File: config.mk
export PLATFORM = sky130hd
export DESIGN_NAME = ebus_ack_ctrl
export DESIGN_NICKNAME = d
export VERILOG_FILES = /design/src/rtl/ebus_pkg.sv /design/src/rtl/ebus_beat_seq.sv /design/src/rtl/ebus_wait_timer.sv /design/src/rtl/ebus_data_path.sv /design/src/rtl/ebus_ack_ctrl.sv
export SDC_FILE = /design/constraint.sdc
export NUM_CORES = 1
export LEC_CHECK = 0
export BUFFER_PORTS_ARGS = -buffer_cell sky130_fd_sc_hd__buf_2
export CAP_MARGIN = 30
export CELL_PAD_IN_SITES_DETAIL_PLACEMENT = 0
export CELL_PAD_IN_SITES_GLOBAL_PLACEMENT = 1
export CORE_MARGIN = 10
export CORE_UTILIZATION = 37
export DETAILED_ROUTE_END_ITERATION = 8
export GPL_TIMING_DRIVEN = 0
export PLACE_DENSITY = 0.76
export SYNTH_ARGS = -nofsm -noshare
export SYNTH_HDL_FRONTEND = slang
export SYNTH_SLANG_ARGS = --single-unit
File: constraint.sdc
create_clock -name clk_i -period 3.06 [get_ports clk_i]
set_input_delay 0.153 -clock clk_i [delete_from_list [all_inputs] [get_ports clk_i]]
set_output_delay 0.153 -clock clk_i [all_outputs]
set_load 0.005 [all_outputs]
File: src/rtl/ebus_pkg.sv
package ebus_pkg;
  typedef enum logic [1:0] {
    ST_IDLE = 2'd0,
    ST_BEAT = 2'd1,
    ST_TAIL = 2'd2
  } ebus_state_e;

  localparam logic [1:0] SZ_4B  = 2'b00;
  localparam logic [1:0] SZ_1B  = 2'b01;
  localparam logic [1:0] SZ_2B  = 2'b10;
  localparam logic [1:0] SZ_16B = 2'b11;

  localparam logic [1:0] PW_32 = 2'b00;
  localparam logic [1:0] PW_8  = 2'b01;
  localparam logic [1:0] PW_16 = 2'b10;

  function automatic logic [2:0] size_log2(input logic [1:0] sz);
    case (sz)
      SZ_1B:   return 3'd0;
      SZ_2B:   return 3'd1;
      SZ_16B:  return 3'd4;
      default: return 3'd2;
    endcase
  endfunction

  function automatic logic [1:0] port_log2(input logic [1:0] pw);
    case (pw)
      PW_8:    return 2'd0;
      PW_16:   return 2'd1;
      default: return 2'd2;
    endcase
  endfunction
endpackage

File: src/rtl/ebus_beat_seq.sv
module ebus_beat_seq
  import ebus_pkg::*;
#(
  parameter int ADDR_W = 32,
  parameter int IDX_W  = 4
) (
  input  logic              clk_i,
  input  logic              rst_ni,
  input  logic              start_i,
  input  logic              adv_i,
  input  logic              active_i,
  input  logic [ADDR_W-1:0] addr_i,
  input  logic [1:0]        size_i,
  input  logic [1:0]        port_i,
  output logic [IDX_W-1:0]  idx_o,
  output logic [1:0]        plog_o,
  output logic              last_o,
  output logic              burst_o,
  output logic [ADDR_W-1:0] addr_o
);
  logic [ADDR_W-1:0] base_q;
  logic [2:0]        slog_q;
  logic [1:0]        plog_q;
  logic [IDX_W-1:0]  bm1_q;
  logic [IDX_W-1:0]  idx_q;

  logic [2:0]        sl_new;
  logic [2:0]        pl_new;
  logic [2:0]        blog;
  logic [IDX_W:0]    one_sh;
  logic [IDX_W-1:0]  bm1_new;

  always_comb begin
    sl_new  = size_log2(size_i);
    pl_new  = {1'b0, port_log2(port_i)};
    blog    = (sl_new > pl_new) ? (sl_new - pl_new) : 3'd0;
    one_sh  = (IDX_W+1)'(1) << blog;
    bm1_new = IDX_W'(one_sh - (IDX_W+1)'(1));
  end

  always_ff @(posedge clk_i or negedge rst_ni) begin
    if (!rst_ni) begin
      base_q <= '0;
      slog_q <= '0;
      plog_q <= '0;
      bm1_q  <= '0;
      idx_q  <= '0;
    end else if (start_i) begin
      base_q <= addr_i;
      slog_q <= sl_new;
      plog_q <= pl_new[1:0];
      bm1_q  <= bm1_new;
      idx_q  <= '0;
    end else if (adv_i) begin
      idx_q  <= idx_q + IDX_W'(1);
    end
  end

  logic [ADDR_W-1:0] mask;
  logic [ADDR_W-1:0] step;
  assign mask    = (ADDR_W'(1) << slog_q) - ADDR_W'(1);
  assign step    = ADDR_W'(idx_q) << plog_q;
  // wrap within the size-aligned block
  assign addr_o  = (base_q & ~mask) | ((base_q + step) & mask);
  assign idx_o   = idx_q;
  assign plog_o  = plog_q;
  assign last_o  = (idx_q == bm1_q);
  assign burst_o = (bm1_q != '0);

  a_r9_idx_bound: assert property (@(posedge clk_i) disable iff (!rst_ni)
    active_i |-> (idx_q <= bm1_q));

  a_r11_wrap_step: assert property (@(posedge clk_i) disable iff (!rst_ni)
    (adv_i && !last_o) |=> (((addr_o - $past(addr_o)) & mask) == ((ADDR_W'(1) << plog_q) & mask)));
endmodule

File: src/rtl/ebus_wait_timer.sv
module ebus_wait_timer #(
  parameter int WAIT_W     = 4,
  parameter int TMO_CYCLES = 64
) (
  input  logic              clk_i,
  input  logic              rst_ni,
  input  logic              load_i,
  input  logic [WAIT_W-1:0] ws_i,
  input  logic              active_i,
  input  logic              auto_i,
  input  logic              ext_ack_i,
  output logic              ack_o,
  output logic              tmo_o
);
  logic [WAIT_W-1:0] cnt_q;

  always_ff @(posedge clk_i or negedge rst_ni) begin
    if (!rst_ni)                       cnt_q <= '0;
    else if (load_i)                   cnt_q <= ws_i;
    else if (active_i && cnt_q != '0)  cnt_q <= cnt_q - WAIT_W'(1);
  end

  // external acknowledge may end the beat before the countdown
  assign ack_o = active_i && (ext_ack_i || (auto_i && cnt_q == '0));

  generate
    if (TMO_CYCLES > 0) begin : g_tmo
      localparam int TMO_W = $clog2(TMO_CYCLES + 1);
      localparam logic [TMO_W-1:0] TMO_LAST = TMO_W'(TMO_CYCLES - 1);
      logic [TMO_W-1:0] tcnt_q;

      always_ff @(posedge clk_i or negedge rst_ni) begin
        if (!rst_ni)                             tcnt_q <= '0;
        else if (load_i)                         tcnt_q <= '0;
        else if (active_i && tcnt_q != TMO_LAST) tcnt_q <= tcnt_q + TMO_W'(1);
      end

      assign tmo_o = active_i && !auto_i && !ack_o && (tcnt_q == TMO_LAST);

      a_r12_tmo_ends_beat: assert property (@(posedge clk_i) disable iff (!rst_ni)
        tmo_o |=> !active_i);
    end else begin : g_no_tmo
      assign tmo_o = 1'b0;
    end
  endgenerate

  a_r13_reload: assert property (@(posedge clk_i) disable iff (!rst_ni)
    load_i |=> (cnt_q == $past(ws_i)));
endmodule

File: src/rtl/ebus_data_path.sv
module ebus_data_path #(
  parameter int LINE_BYTES = 16,
  parameter int BUS_BYTES  = 4,
  parameter int IDX_W      = 4
) (
  input  logic                    clk_i,
  input  logic                    rst_ni,
  input  logic                    start_i,
  input  logic [LINE_BYTES*8-1:0] wdata_i,
  input  logic [IDX_W-1:0]        idx_i,
  input  logic [1:0]              plog_i,
  input  logic                    cap_i,
  input  logic [BUS_BYTES*8-1:0]  rdata_i,
  output logic [BUS_BYTES*8-1:0]  wdata_o,
  output logic [LINE_BYTES*8-1:0] rdata_o
);
  localparam int LANE_W = (BUS_BYTES > 1) ? $clog2(BUS_BYTES) : 1;
  localparam int OFF_W  = IDX_W + 2;

  logic [LINE_BYTES*8-1:0] wbuf_q;
  logic [OFF_W-1:0]        boff;
  logic [LINE_BYTES*8-1:0] wshift;
  logic [LANE_W-1:0]       lmask;

  always_ff @(posedge clk_i or negedge rst_ni) begin
    if (!rst_ni)      wbuf_q <= '0;
    else if (start_i) wbuf_q <= wdata_i;
  end

  assign boff   = OFF_W'(idx_i) << plog_i;
  assign wshift = wbuf_q >> {boff, 3'b000};
  assign lmask  = LANE_W'((3'd1 << plog_i) - 3'd1);

  for (genvar l = 0; l < BUS_BYTES; l++) begin : g_lane
    assign wdata_o[l*8 +: 8] = (3'(l) < (3'd1 << plog_i)) ? wshift[l*8 +: 8] : 8'h00;
  end

  for (genvar b = 0; b < LINE_BYTES; b++) begin : g_rbyte
    logic [7:0]        byte_q;
    logic [IDX_W-1:0]  bb;
    logic [LANE_W-1:0] ln;
    assign bb = IDX_W'(b) >> plog_i;
    assign ln = LANE_W'(b) & lmask;

    always_ff @(posedge clk_i or negedge rst_ni) begin
      if (!rst_ni)                       byte_q <= '0;
      else if (start_i)                  byte_q <= '0;
      else if (cap_i && bb == idx_i)     byte_q <= rdata_i[ln*8 +: 8];
    end
    assign rdata_o[b*8 +: 8] = byte_q;
  end

  a_r6_capture: assert property (@(posedge clk_i) disable iff (!rst_ni)
    (cap_i && idx_i == '0) |=> (rdata_o[7:0] == $past(rdata_i[7:0])));
endmodule

File: src/rtl/ebus_ack_ctrl.sv
module ebus_ack_ctrl
  import ebus_pkg::*;
#(
  parameter int ADDR_W     = 32,
  parameter int LINE_BYTES = 16,
  parameter int BUS_BYTES  = 4,
  parameter int WAIT_W     = 4,
  parameter int TMO_CYCLES = 64
) (
  input  logic                    clk_i,
  input  logic                    rst_ni,
  input  logic                    req_valid_i,
  output logic                    req_ready_o,
  input  logic                    req_we_i,
  input  logic [ADDR_W-1:0]       req_addr_i,
  input  logic [1:0]              req_size_i,
  input  logic [LINE_BYTES*8-1:0] req_wdata_i,
  input  logic [1:0]              cfg_port_i,
  input  logic                    cfg_auto_ack_i,
  input  logic [WAIT_W-1:0]       cfg_wait_i,
  output logic                    rsp_valid_o,
  output logic                    rsp_err_o,
  output logic [LINE_BYTES*8-1:0] rsp_rdata_o,
  output logic                    cs_n_o,
  output logic                    burst_n_o,
  output logic [1:0]              tsize_o,
  output logic [ADDR_W-1:0]       addr_o,
  output logic                    we_o,
  output logic [BUS_BYTES*8-1:0]  wdata_o,
  output logic                    wdata_oe_o,
  input  logic [BUS_BYTES*8-1:0]  rdata_i,
  input  logic                    ta_ni
);
  localparam int IDX_W = $clog2(LINE_BYTES);

  ebus_state_e       state_q;
  logic              we_q;
  logic [1:0]        size_q;
  logic              auto_q;
  logic [WAIT_W-1:0] ws_q;
  logic              err_q;

  logic              accept, active, ext_ack, ack, tmo, last, burst, adv, load;
  logic [WAIT_W-1:0] ws_load;
  logic [IDX_W-1:0]  idx;
  logic [1:0]        plog;

  assign accept  = (state_q == ST_IDLE) && req_valid_i;
  assign active  = (state_q == ST_BEAT);
  assign ext_ack = active && !ta_ni;   // ignored while chip select is off
  assign adv     = ack && !last;
  assign load    = accept || adv;
  assign ws_load = accept ? cfg_wait_i : ws_q;

  always_ff @(posedge clk_i or negedge rst_ni) begin
    if (!rst_ni) begin
      state_q <= ST_IDLE;
      we_q    <= 1'b0;
      size_q  <= '0;
      auto_q  <= 1'b0;
      ws_q    <= '0;
      err_q   <= 1'b0;
    end else begin
      case (state_q)
        ST_IDLE: if (accept) begin
          state_q <= ST_BEAT;
          we_q    <= req_we_i;
          size_q  <= req_size_i;
          auto_q  <= cfg_auto_ack_i;
          ws_q    <= cfg_wait_i;
          err_q   <= 1'b0;
        end
        ST_BEAT: begin
          if (ack && last) begin
            state_q <= ST_TAIL;
          end else if (tmo) begin
            state_q <= ST_TAIL;
            err_q   <= 1'b1;
          end
        end
        default: state_q <= ST_IDLE;
      endcase
    end
  end

  ebus_beat_seq #(.ADDR_W(ADDR_W), .IDX_W(IDX_W)) u_seq (
    .clk_i    (clk_i),
    .rst_ni   (rst_ni),
    .start_i  (accept),
    .adv_i    (adv),
    .active_i (active),
    .addr_i   (req_addr_i),
    .size_i   (req_size_i),
    .port_i   (cfg_port_i),
    .idx_o    (idx),
    .plog_o   (plog),
    .last_o   (last),
    .burst_o  (burst),
    .addr_o   (addr_o)
  );

  ebus_wait_timer #(.WAIT_W(WAIT_W), .TMO_CYCLES(TMO_CYCLES)) u_timer (
    .clk_i     (clk_i),
    .rst_ni    (rst_ni),
    .load_i    (load),
    .ws_i      (ws_load),
    .active_i  (active),
    .auto_i    (auto_q),
    .ext_ack_i (ext_ack),
    .ack_o     (ack),
    .tmo_o     (tmo)
  );

  ebus_data_path #(.LINE_BYTES(LINE_BYTES), .BUS_BYTES(BUS_BYTES), .IDX_W(IDX_W)) u_data (
    .clk_i   (clk_i),
    .rst_ni  (rst_ni),
    .start_i (accept),
    .wdata_i (req_wdata_i),
    .idx_i   (idx),
    .plog_i  (plog),
    .cap_i   (ack && !we_q),
    .rdata_i (rdata_i),
    .wdata_o (wdata_o),
    .rdata_o (rsp_rdata_o)
  );

  assign req_ready_o = (state_q == ST_IDLE);
  assign cs_n_o      = !active;
  assign burst_n_o   = !(active && burst);
  assign tsize_o     = size_q;
  assign we_o        = we_q && (state_q != ST_IDLE);
  // write data outlives chip select by the tail cycle
  assign wdata_oe_o  = we_q && (state_q != ST_IDLE);
  assign rsp_valid_o = (state_q == ST_TAIL);
  assign rsp_err_o   = err_q;

  a_r7_cs_release: assert property (@(posedge clk_i) disable iff (!rst_ni)
    (active && ack && last) |=> (cs_n_o && rsp_valid_o));

  a_r7_rsp_single: assert property (@(posedge clk_i) disable iff (!rst_ni)
    rsp_valid_o |=> !rsp_valid_o);

  a_r8_wdata_hold: assert property (@(posedge clk_i) disable iff (!rst_ni)
    (rsp_valid_o && we_o) |-> (cs_n_o && wdata_oe_o));

  a_r8_wdata_drop: assert property (@(posedge clk_i) disable iff (!rst_ni)
    rsp_valid_o |=> (!wdata_oe_o && req_ready_o));

  a_r9_burst_in_cs: assert property (@(posedge clk_i) disable iff (!rst_ni)
    !burst_n_o |-> !cs_n_o);

  a_r2_busy: assert property (@(posedge clk_i) disable iff (!rst_ni)
    !cs_n_o |-> !req_ready_o);

  a_r5_idle_ta: assert property (@(posedge clk_i) disable iff (!rst_ni)
    (req_ready_o && !req_valid_i && !ta_ni) |=> (cs_n_o && !rsp_valid_o));
endmodule

==> reports/metrics.yaml <==
layout:
  nets: 3091
  final_cell_mix: "nand2_1, buf_2, dfrtp_1"
  fillers: 4421
  syn2layout_area_growth_pct: 49.5
  drive_above_1_share_pct: 31.5
  register_area_um2: 8090
  multiInputGateArea_um2: 10800
  mostFrequentLayoutCell: "nand2_1"
placed_design:
  place_congestion: 1.02
  port_buffers: 406
  place_ws_ns: -1.16
  hpwl_um: 71900
sta:
  maxSlewViolCount: 0
  finClkSkew_ns: 0.0118
  setup_ws_ns: -0.484
  period_needed_ns: 3.54
  relSlewSlack_pct: 36.5
  setup_viol: 40
  hold_viol: 0
  fin_hold_ws_ns: 0.0591
  worst_pin_slew_ns: 0.952
  rsz0062_at_grt: "true"
  fmax_mhz: 282
  fin_crit_sh_pct: 116
clock_tree:
  cts-buffers-inserted: 38
  cts_tree: "done"
  clk_pin_slew_ns: 0.06
  clock_latency_ns: 0.58
  clock-root-buffer: "clkbuf_16"
  cts_buffer_depth: 3
  htree_levels: 2
  cts_sinks: 323
route:
  drc: 0
  via_per_inst: 5.58
  drt_iter0_markers: 1598
  ant_nets: 0
  wl_per_cell_um: 27.3
  vias: 19800
  totalWireLength_um: 96800
  first_pass_iters: 6
die:
  io_pins: 407
  std_cell_rows: 81
  start_util_pct: 37.4
  coreArea_um2: 49000
  die_h_um: 243
  die-area_um2: 58800
  dieWidth_um: 243
synthesis:
  synthesis.nets: 2353
  syn_avg_cell_area_um2: 8.63
  async_flop_share_pct: 100
  yosysUniqueCellTypes: 70
  synth-seq-cells: 323
  syn_area_um2: 18300
  syn_inst: 2123
  synth_seq_area_share_pct: 44.1
  synth_edf_count: 0
  synth_warnings: 0
  synth_ff_type: "dfrtp_1"
status:
  violations: "setup timing"
  status: "complete, but fails checks"
worst_setup_path:
  path_delay_family: "buffers and inverters"
  path_max_fanout: 5
  crit_buf_inv: 8
  slowest_stage: "dfrtp_1"
  cp.required_ns: 2.91
  cpPeakStageDelay_ns: 0.36
  cp_cell_sequence: "buf_6 > buf_12 > mux2i_4 > a21o_1 > buf_6 > inv_8 > buf_12 > buf_12 > ha_4 > buf_6 > nand2_2 > o31ai_4 > a211oi_2 > o21bai_1 > xnor2_1 > o21ai_1 > buf_2"
  crit_arrival_ns: 3.39
  end_kind: "primary output"
  start_kind: "flip-flop"
  critPathKind: "flip-flop to primary output"
worst_hold_path:
  hp-class: "primary input to asynchronous set/reset pin"
power:
  ir_worst_vdd_uv: 625
  power_density_nw_per_um2: 1300
  p_leak_nw: 14.1
global_routing:
  grt_max_degree: 121
  grt_overflow: 0
  grt.total_usage_pct: 31.5
  grt_pass1_vias: 20500
  grt_pass1_wl_um: 139000
  antenna_found_initial: 3
run:
  drv_cap: 0
cell usage after synthesis (4+ instances only):
library cell  count  area share (%)
ha_1             23             1.6
mux4_2           16             2.0
o31ai_1           6            0.25
o21ai_0          46             1.3
nor3_1           25            0.68
and3_1            6            0.20
a21oi_1          70             1.9
nand2b_1          7            0.24
a311oi_1          7            0.33
xnor2_1          22             1.1
o221ai_1         12            0.57
and2_1            8            0.27
mux2i_1         199              11
a22oi_1           9            0.37
buf_1            10            0.20
buf_2            48             1.3
a31oi_1          16            0.55
a2bb2oi_1         9            0.43
nor2_1          173             3.5
a21o_1            8            0.33
mux2_2           30             1.8
o22ai_1          28            0.96
o211ai_1          7            0.29
inv_1            16            0.33
o21a_1            6            0.25
o32ai_1           4            0.19
a221oi_1         15            0.72
clkbuf_1         90             1.8
xor2_1           24             1.1
dfrtp_1         323              44
o21ai_1           5            0.14
nor2b_1           7            0.24
nand3_1          46             1.3
nand4_1          17            0.58
a211oi_1         13            0.53
a32o_1            4            0.22
or3_1             5            0.17
nand2_1         710              15
buf_4             9            0.37
registers in the layout, summed over array words and instances (netlist names), 2 cells and up:
register and count:
state_q 2, tsize_o 2, u_data.g_rbyte.byte_q 128, u_data.wbuf_q 128
u_seq.base_q 32, u_seq.bm1_q 4, u_seq.idx_o 4, u_seq.plog_o 2
u_seq.slog_q 3, u_timer.cnt_q 4, u_timer.g_tmo.tcnt_q 7, ws_q 4
logic make-up after synthesis:
| logic type | Yosys count | share of synthesized area, % |
|---|---|---|
| multiplexers | 248 | 15.0 |
| adder cells (fa/ha/maj) | 24 | 1.68 |
| XOR/XNOR | 46 | 2.20 |
| AND/OR/NAND/NOR | 1026 | 22.8 |
| buffers and inverters | 180 | 4.39 |
| AO/OA/AOI/OAI | 276 | 9.82 |
| flip-flops | 323 | 44.1 |
worst register-to-register path, cell delays in order (launching register included):
cell and delay (ns):
dfrtp_2 0.47, buf_12 0.15, inv_1 0.09, buf_6 0.22, ha_4 0.16, clkbuf_1 0.24
xnor2_1 0.19, o211ai_1 0.14, nor3_1 0.29, nand2_1 0.41, mux2i_1 0.30, nor2_1 0.06
per-stage QoR:
stage          cells  TNS (ns)  power [mW]  cell area (µm²)  util (%)
2_1_floorplan   2123         0        16.8            18300         -
3_3_place_gp    3193  -1423.27        24.4            21200      43.3
3_5_place_dp    3201    -24.62        24.5            21300      43.6
4_1_cts         3512     -4.46        33.2            26400      53.9
5_1_grt         3552    -13.40        37.0            27400      56.0
6_report        3552    -11.46        35.6            27400      56.0
final timing paths:
check	start	cells after the start	slack (ns)	endpoint
setup / recovery	u_seq.plog_o[0]	17	-0.48	addr_o[6]
hold reg to reg	ws_q[3]	2	0.47	ws_q[3]
hold / removal	rst_ni	2	0.06	u_data.wbuf_q[37]
setup reg to reg	u_seq.plog_o[1]	11	0.21	u_data.g_rbyte[10].byte_q[7]
max in group asynchronous	rst_ni	4	1.69	u_data.g_rbyte[6].byte_q[4]
min in group clk_i	rdata_i[11]	4	0.07	u_data.g_rbyte[9].byte_q[3]
where the power goes:
part	switching (mW)	internal (mW)	total, mW	leakage [nW]
combinational	12.8	9.22	22.0	9.17
sequential	2.57	6.09	8.66	4.24
clock	1.94	2.97	4.91	0.646
layer usage:
| layer | vias up | track usage, % | wire [µm] |
|---|---|---|---|
| li1 | 8664 | - | - |
| met1 | 9783 | 35.5 | 35500 |
| met2 | 1020 | 53.4 | 46000 |
| met3 | 340 | 8.14 | 8300 |
| met4 | 4 | 18.3 | 6990 |
| met5 | - | 0 | 34 |
final cells by class:
class,count,area share (%)
Multi-Input combinational cell,1620,39.3
Sequential cell,323,29.5
Clock inverter,16,0.963
Tap cell,664,3.03
Inverter,20,0.402
Clock buffer,50,3.89
Timing Repair Buffer,700,18.4
Buffer,158,4.56
Antenna cell,1,0.00913
timing repair:
| item | CTS | global route |
|---|---|---|
| gates cloned | 0 | 2 |
| setup buffers | 68 | 47 |
| hold buffers | 179 | 0 |
| setup endpoints to repair | 115 | 77 |
| pin swaps | 42 | 62 |
| resized for setup | 340 | 147 |
| hold endpoints to repair | 450 | 0 |
Power figures use the tool's default switching activity.
